**config.mk**
```make
export PLATFORM = sky130hd
export DESIGN_NAME = rot_pulse_dist
export DESIGN_NICKNAME = d
export VERILOG_FILES = /design/src/rtl/rot_pulse_dist_pkg.sv /design/src/rtl/rpd_pointer.sv /design/src/rtl/rpd_role_map.sv /design/src/rtl/rpd_gate_drv.sv /design/src/rtl/rot_pulse_dist.sv
export SDC_FILE = /design/constraint.sdc
export NUM_CORES = 1
export LEC_CHECK = 0
export BUFFER_PORTS_ARGS = -buffer_cell sky130_fd_sc_hd__buf_2
export CORE_UTILIZATION = 54
export CTS_CLUSTER_SIZE = 20
export DETAILED_ROUTE_END_ITERATION = 10
export GPL_TIMING_DRIVEN = 0
export HOLD_SLACK_MARGIN = 0.03
export PLACE_DENSITY = 0.73
export SETUP_SLACK_MARGIN = 0.1
export SKIP_CTS_REPAIR_TIMING = 1
export SYNTH_ARGS = -nofsm -noshare
export SYNTH_HDL_FRONTEND = slang
export SYNTH_SLANG_ARGS = --single-unit
export TNS_END_PERCENT = 50
```
**constraint.sdc**
```tcl
create_clock -name clk_i -period 3.7 [get_ports clk_i]
set_input_delay 0.37 -clock clk_i [delete_from_list [all_inputs] [get_ports clk_i]]
set_output_delay 0.37 -clock clk_i [all_outputs]
set_load 0.05 [all_outputs]
```
**src/rtl/rot_pulse_dist_pkg.sv**
```systemverilog
package rot_pulse_dist_pkg;
  typedef enum logic [1:0] {
    ROLE_OFF = 2'd0,
    ROLE_ON  = 2'd1,
    ROLE_PWM = 2'd2
  } role_e;
endpackage

```
**src/rtl/rpd_pointer.sv**
```systemverilog
module rpd_pointer #(
  parameter int N_MOD = 6,
  localparam int PW = $clog2(N_MOD)
) (
  input  logic          clk_i,
  input  logic          rst_ni,
  input  logic          strobe_i,
  output logic [PW-1:0] ptr_o
);
  localparam logic [PW-1:0] LAST = PW'(N_MOD - 1);

  always_ff @(posedge clk_i or negedge rst_ni) begin
    if (!rst_ni)       ptr_o <= '0;
    else if (strobe_i) ptr_o <= (ptr_o == LAST) ? '0 : ptr_o + 1'b1;
  end
endmodule

```
**src/rtl/rpd_role_map.sv**
```systemverilog
module rpd_role_map
  import rot_pulse_dist_pkg::*;
#(
  parameter int N_MOD = 6,
  localparam int PW = $clog2(N_MOD),
  localparam int PW1 = PW + 1
) (
  input  logic [PW-1:0] ptr_i,
  input  logic [PW-1:0] cnt_i,
  output role_e         role_o [N_MOD]
);
  localparam logic [PW1-1:0] NN = PW1'(N_MOD);
  logic [PW-1:0] cnt_sat;

  always_comb begin
    if (int'(cnt_i) > N_MOD - 1) cnt_sat = PW'(N_MOD - 1);
    else                          cnt_sat = cnt_i;
  end

  for (genvar k = 0; k < N_MOD; k++) begin : g_mod
    logic [PW1-1:0] diff;
    logic [PW1-1:0] offs;
    always_comb begin
      diff = PW1'(k) + NN - {1'b0, ptr_i};
      offs = (diff >= NN) ? diff - NN : diff;
      if (offs < {1'b0, cnt_sat})       role_o[k] = ROLE_ON;
      else if (offs == {1'b0, cnt_sat}) role_o[k] = ROLE_PWM;
      else                              role_o[k] = ROLE_OFF;
    end
  end
endmodule

```
**src/rtl/rpd_gate_drv.sv**
```systemverilog
module rpd_gate_drv
  import rot_pulse_dist_pkg::*;
#(
  parameter int N_MOD = 6
) (
  input  role_e             role_i [N_MOD],
  input  logic              pwm_i,
  input  logic              lower_i,
  input  logic              en_i,
  output logic [N_MOD-1:0]  gate_o
);
  for (genvar k = 0; k < N_MOD; k++) begin : g_gate
    logic raw;
    always_comb begin
      unique case (role_i[k])
        ROLE_ON:  raw = 1'b1;
        ROLE_PWM: raw = pwm_i;
        default:  raw = 1'b0;
      endcase
      gate_o[k] = en_i & (raw ^ lower_i);
    end
  end
endmodule

```
**src/rtl/rot_pulse_dist.sv**
```systemverilog
module rot_pulse_dist
  import rot_pulse_dist_pkg::*;
#(
  parameter int N_MOD = 6,
  localparam int PW = $clog2(N_MOD)
) (
  input  logic             clk_i,
  input  logic             rst_ni,
  input  logic             enable_i,
  input  logic             lower_arm_i,
  input  logic             strobe_i,
  input  logic [PW-1:0]    on_cnt_i,
  input  logic             pwm_i,
  output logic [N_MOD-1:0] gate_o
);
  logic [PW-1:0] ptr_q;
  role_e         role_d [N_MOD];
  role_e         role_q [N_MOD];

  rpd_pointer #(.N_MOD(N_MOD)) u_ptr (
    .clk_i    (clk_i),
    .rst_ni   (rst_ni),
    .strobe_i (strobe_i),
    .ptr_o    (ptr_q)
  );

  rpd_role_map #(.N_MOD(N_MOD)) u_map (
    .ptr_i  (ptr_q),
    .cnt_i  (on_cnt_i),
    .role_o (role_d)
  );

  // roles only move at the period boundary
  for (genvar k = 0; k < N_MOD; k++) begin : g_role
    always_ff @(posedge clk_i or negedge rst_ni) begin
      if (!rst_ni)       role_q[k] <= ROLE_OFF;
      else if (strobe_i) role_q[k] <= role_d[k];
    end
  end

  rpd_gate_drv #(.N_MOD(N_MOD)) u_drv (
    .role_i  (role_q),
    .pwm_i   (pwm_i),
    .lower_i (lower_arm_i),
    .en_i    (enable_i),
    .gate_o  (gate_o)
  );
endmodule

```
# After elaboration in Yosys (flattened, before gate mapping)
# Cells that the tools add are included.
[word_totals]
inputBits = 9
reg_bits = 15
out_inout_bits = 6
word_cells = 90
[op_classes]
n_lt_le_gt_ge = 13
eq_ne = 19
muxes = 26
bitwise = 12
add_sub_neg = 13
[ops]
columns = ["op", "count"]
rows = [
  ["$eq A4 B3 Y1", 6],
  ["$ge A4 B3 Y1 const B", 6],
  ["$lt A4 B3 Y1", 6],
  ["$mux W2", 12],
  ["$mux W4", 6],
  ["$sub A4 B3 Y4 const B", 6],
  ["$sub A4 B3 Y4 const A", 4],
  ["$eq A2 B1 Y1 const B", 6],
  ["$eq A2 B2 Y1 const B", 6],
  ["$pmux W1 S2", 6],
  ["$sub A3 B3 Y4 const A", 2],
  ["$and A1 B1 Y1", 6],
  ["$mux W3", 2],
  ["$xor A1 B1 Y1", 6],
  ["$add A3 B1 Y3 const B", 1],
  ["$eq A3 B3 Y1 const B", 1],
  ["$gt A3 B3 Y1 const B", 1],
]

# Longest topological paths before layout
[logic_depth]
word_depth = 6
ltp_mapped = 11
ltp_nobuf = 11

# Modules after synthesis
# From an unflattened synthesis, not the netlist that was laid out.
[hier_totals]
hier_cells = 184
hier_area_um2 = 1813.0
[by_module_without_submodules]
columns = ["mod", "cells_each", "seq_area_each_um2", "instances", "area_per_inst_um2"]
rows = [
  ["rpd_role_map", 106, 0.0, 1, 880.8],
  ["rot_pulse_dist", 25, 300.3, 1, 484.2],
  ["rpd_gate_drv", 44, 0.0, 1, 317.8],
  ["rpd_pointer", 9, 75.1, 1, 130.1],
]

# Least setup slack after synthesis
# No wires, ideal clock.
[synth_timing]
kind = "register -> output"
from = "reg role_q[2] (netlist bit)"
to = "out gate_o[4]"
required_ps = 3330
arrival_ps = 2150
setup_slack_ps = 1180
path_stages_with_launch = 5
path_buffers = 0
path_cell_list = "dfrtp_1 inv_1 ha_1 or3_1 a21boi_0"
[synth_via]
elab_chain_len = 4
elab_cells_between_ends = 5
classes_between = "eq/ne (2); mux (1); bitwise (2)"
[synth_lines]
columns = ["element", "line_no", "text"]
rows = [
  ["start, declared", "rot_pulse_dist.sv:18", "role_e role_q [N_MOD];"],
  ["start signal, assigned by index", "rot_pulse_dist.sv:37", "else if (strobe_i) role_q[k] <= role_d[k];"],
  ["$eq A2 B2 Y1 / $eq A2 B1 Y1 (equally long branches)", "rpd_gate_drv.sv:15", "unique case (role_i[k])"],
  ["$pmux W1 S2 *", "rpd_gate_drv.sv:15", ""],
  ["$xor A1 B1 Y1 *", "rpd_gate_drv.sv:20", "gate_o[k] = en_i & (raw ^ lower_i);"],
  ["$and A1 B1 Y1 *", "rpd_gate_drv.sv:20", ""],
  ["end, declared", "rot_pulse_dist.sv:14", "output logic [N_MOD-1:0] gate_o"],
]
# Every way passes the cells marked *; elsewhere a longest branch is shown, timed or not.

# Final worst setup path
[layout_timing]
from = "reg u_ptr.ptr_o[1]"
to = "reg role_q[2] (netlist bit)"
[layout_via]
elab_chain_len = 5
elab_cells_between_ends = 6
classes_between = "add/sub (2); order compare (2); mux (2)"
[layout_lines]
columns = ["element", "line_no", "text"]
rows = [
  ["start, declared", "rpd_pointer.sv:8", "output logic [PW-1:0] ptr_o"],
  ["start signal, assigned", "rpd_pointer.sv:14", "else if (strobe_i) ptr_o <= (ptr_o == LAST) ? '0 : ptr_o + 1'b1;"],
  ["$sub A4 B3 Y4 *", "rpd_role_map.sv:24", "diff = PW1'(k) + NN - {1'b0, ptr_i};"],
  ["$sub A4 B3 Y4 / $ge A4 B3 Y1 (equally long branches)", "rpd_role_map.sv:25", "offs = (diff >= NN) ? diff - NN : diff;"],
  ["$mux W4 *", "rpd_role_map.sv:25", ""],
  ["$lt A4 B3 Y1 *", "rpd_role_map.sv:26", "if (offs < {1'b0, cnt_sat}) role_o[k] = ROLE_ON;"],
  ["$mux W2 *", "rpd_role_map.sv:26", ""],
]
# Marked as above.
# A chain may end at the register's enable or synchronous reset.

==> results.cfg <==
[yosys]
yosys_warnings = 0
synth_seq_cells = 15
netlist_top_cells_area = ha_1 31%, dfrtp_1 23%, a21oi_1 5.7%
synth_top_area_cell = ha_1
muxShareOfSynthArea = 0.01350
synth_xor_area_frac = 0.02551
yosysSeqAreaShare = 0.2251
synth_fa_ha_area_frac = 0.3076
synth_nets = 241
synth_edf_count = 0
syn_area_mm2 = 0.001668
synth_compound_area_frac = 0.2176
synth_top_family_by_area = adder cells
synth-simple-area-share = 0.1538
ys.flop_type = dfrtp_1
synth.distinct_cells = 34
syn_inst = 191
syn_area_per_cell_um2 = 8.732
yosys.area.top_type_share = 0.3076
ys_async_sr_fraction = 1.000

[route]
drt_pre_antenna_iters = 4
vias = 1448
drt_iter0_drc = 78
routed_via_density = 6.008
wl_per_cell_um = 14.70
route.detailed.drc = 0
totalWireLength_um = 3543
ant_nets = 0

[critical_path]
rr_worst_depth = 11
worstReg2RegStart = u_ptr.ptr_o[1]
worst-setup-path-type = reg -> reg
cp.arrival_ns = 2.85
worstReg2RegEnd = role_q[2]
rrSetupSlack_ns = 1.06
required_ns = 3.91
cp_max_fo = 7
setup.worst_path.start_class = register
worst_setup_path_end_kind = register

[sta]
timing.final.crit_share = 0.7142
relSlewSlack = 0.6467
fin_tns_setup_ns = 0
worst_pin_slew_ns = 0.5299
setup_ws_ns = 1.058
setup_viol = 0
skew_ns = 0.008567
fin_crit_ns = 2.642
fmax_ghz = 0.3784
rsz0062_at_grt = false
finalMaxSlewViolations = 0
hold_viol = 0

[layout]
drive_above_1_share = 0.1143
n_antenna_cell = 0
layout_common_cells = 41 x ha_1, 21 x inv_1, 19 x a21oi_1
final_common_cell = ha_1
final_util = 0.6422
fin_nets = 261
fin_area_mm2 = 0.001817
fillers = 245
syn_to_final_growth_pct = 8.927

[place]
dp_hpwl_um = 2841
gp_congestion = 0.8365
placed_cell_area_mm2 = 0.001777
dp_slack_ns = 1.046
io_buffers = 14

[cts]
clock_sinks = 15
tritoncts = yes
clockRootBuffer = clkbuf_4
clk_latency_ns = 0.30
clkSlewWorstSetupHoldPaths_ns = 0.11
cts_buffers = 3
cts_buffer_depth = 2
htree_levels = 1

[floorplan]
rows = 19
coreArea_mm2 = 0.002829
initial_core_util = 0.5896
ios = 15
die_area_mm2 = 0.003315
die_w_um = 57.58
die_h_um = 57.58

[global_routing]
grt_first_pass_wirelength_um = 6313
grt_overflow = 0
antenna_found_initial = 0
grt.total_usage = 0.2477
grt_max_degree = 16
grt_pass1_vias = 1465

[power_and_ir_drop]
p_leak_nw = 0.8664
peakVddDrop_v = 0.0004163
power_density_mw_per_mm2 = 936.4

[run_status]
status = finished, final reports clean

[hold_path]
hold_path_class = in -> async

[run]
drv_cap = 0
[how the worst max path moves through the flow]
stage                   start   endpoint  slack (ns)
2_1_floorplan       role_q[2]  gate_o[4]        1.18
3_3_place_gp   u_ptr.ptr_o[0]  role_q[2]        1.10
3_5_place_dp   u_ptr.ptr_o[1]  role_q[2]        1.05
4_1_cts        u_ptr.ptr_o[1]  role_q[2]        1.04
5_1_grt        u_ptr.ptr_o[1]  role_q[2]        0.82
6_report       u_ptr.ptr_o[1]  role_q[2]        1.06
[cell usage after synthesis, drive strengths merged, types with 2 or more instances]
cell and number:
a21boi 6, a21o 2, a21oi 19, a31o 2, a32o 2, clkbuf 3, dfrtp 15, ha 41
inv 21, mux2 2, nand2 14, nand2b 5, nand3 5, nand4b 4, nor2b 3, nor3b 2
o21a 2, o21ai 15, o22ai 5, o32ai 2, or3 6, xnor2 4
[critical path, stage by stage (launching register included)]
cell and delay (ns):
dfrtp_1 0.49, inv_1 0.19, ha_1 0.42, inv_1 0.14, ha_1 0.29, a21oi_1 0.11, a21oi_1 0.06, ha_1 0.33
nand2_1 0.05, o21ai_0 0.21, nor2_1 0.06, a22o_1 0.19
[flip-flops by register name (all words and copies together) (netlist names)]
name         flops
role_q          12
u_ptr.ptr_o      3
[logic make-up (layout without fill, tap and decap cells)]
group | after synthesis | count (layout)
compound gates | 59 | 59
xor+xnor | 4 | 4
mux | 2 | 2
buf+inv | 25 | 44
fa+ha+maj | 41 | 41
flops | 15 | 15
simple gates | 45 | 45
[metrics by stage]
stage | power, W | hold slack, ns | std cells
detailed placement | 0.001589 | 0.3022 | 236
floorplan | 0.001322 | 0.07441 | 191
CTS | 0.001705 | -0.03793 | 240
global placement | 0.001518 | 0.2936 | 236
global route | 0.001924 | 0.5220 | 241
finish | 0.001701 | 0.4944 | 241
[routing by layer]
| layer | global-route usage | routed length (µm) | vias up |
|---|---|---|---|
| met3 | 0.02268 | 77 | 7 |
| li1 | - | - | 730 |
| met1 | 0.3099 | 1647 | 688 |
| met4 | 0.08711 | 70 | 0 |
| met2 | 0.4419 | 1747 | 23 |
| met5 | 0 | 0 | - |
[final cells by class]
| cell class | count | area [µm²] | area share |
|---|---|---|---|
| clock inverters | 1 | 7.507 | 0.004132 |
| well taps | 31 | 38.79 | 0.02135 |
| plain buffers | 3 | 11.26 | 0.006198 |
| multi-input cells | 151 | 1197 | 0.6591 |
| flip-flops and latches | 15 | 375.4 | 0.2066 |
| inverters | 22 | 83.83 | 0.04614 |
| clock buffers | 3 | 22.52 | 0.01240 |
| repair buffers | 15 | 80.08 | 0.04408 |
[power by group]
| group | switching, W | internal (W) | leakage, nW |
|---|---|---|---|
| sequential | 0.0000724 | 0.000235 | 0.193 |
| combinational | 0.000731 | 0.000557 | 0.659 |
| clock | 0.0000642 | 0.0000413 | 0.0139 |
No activity file was read; power rests on OpenSTA's default activity.
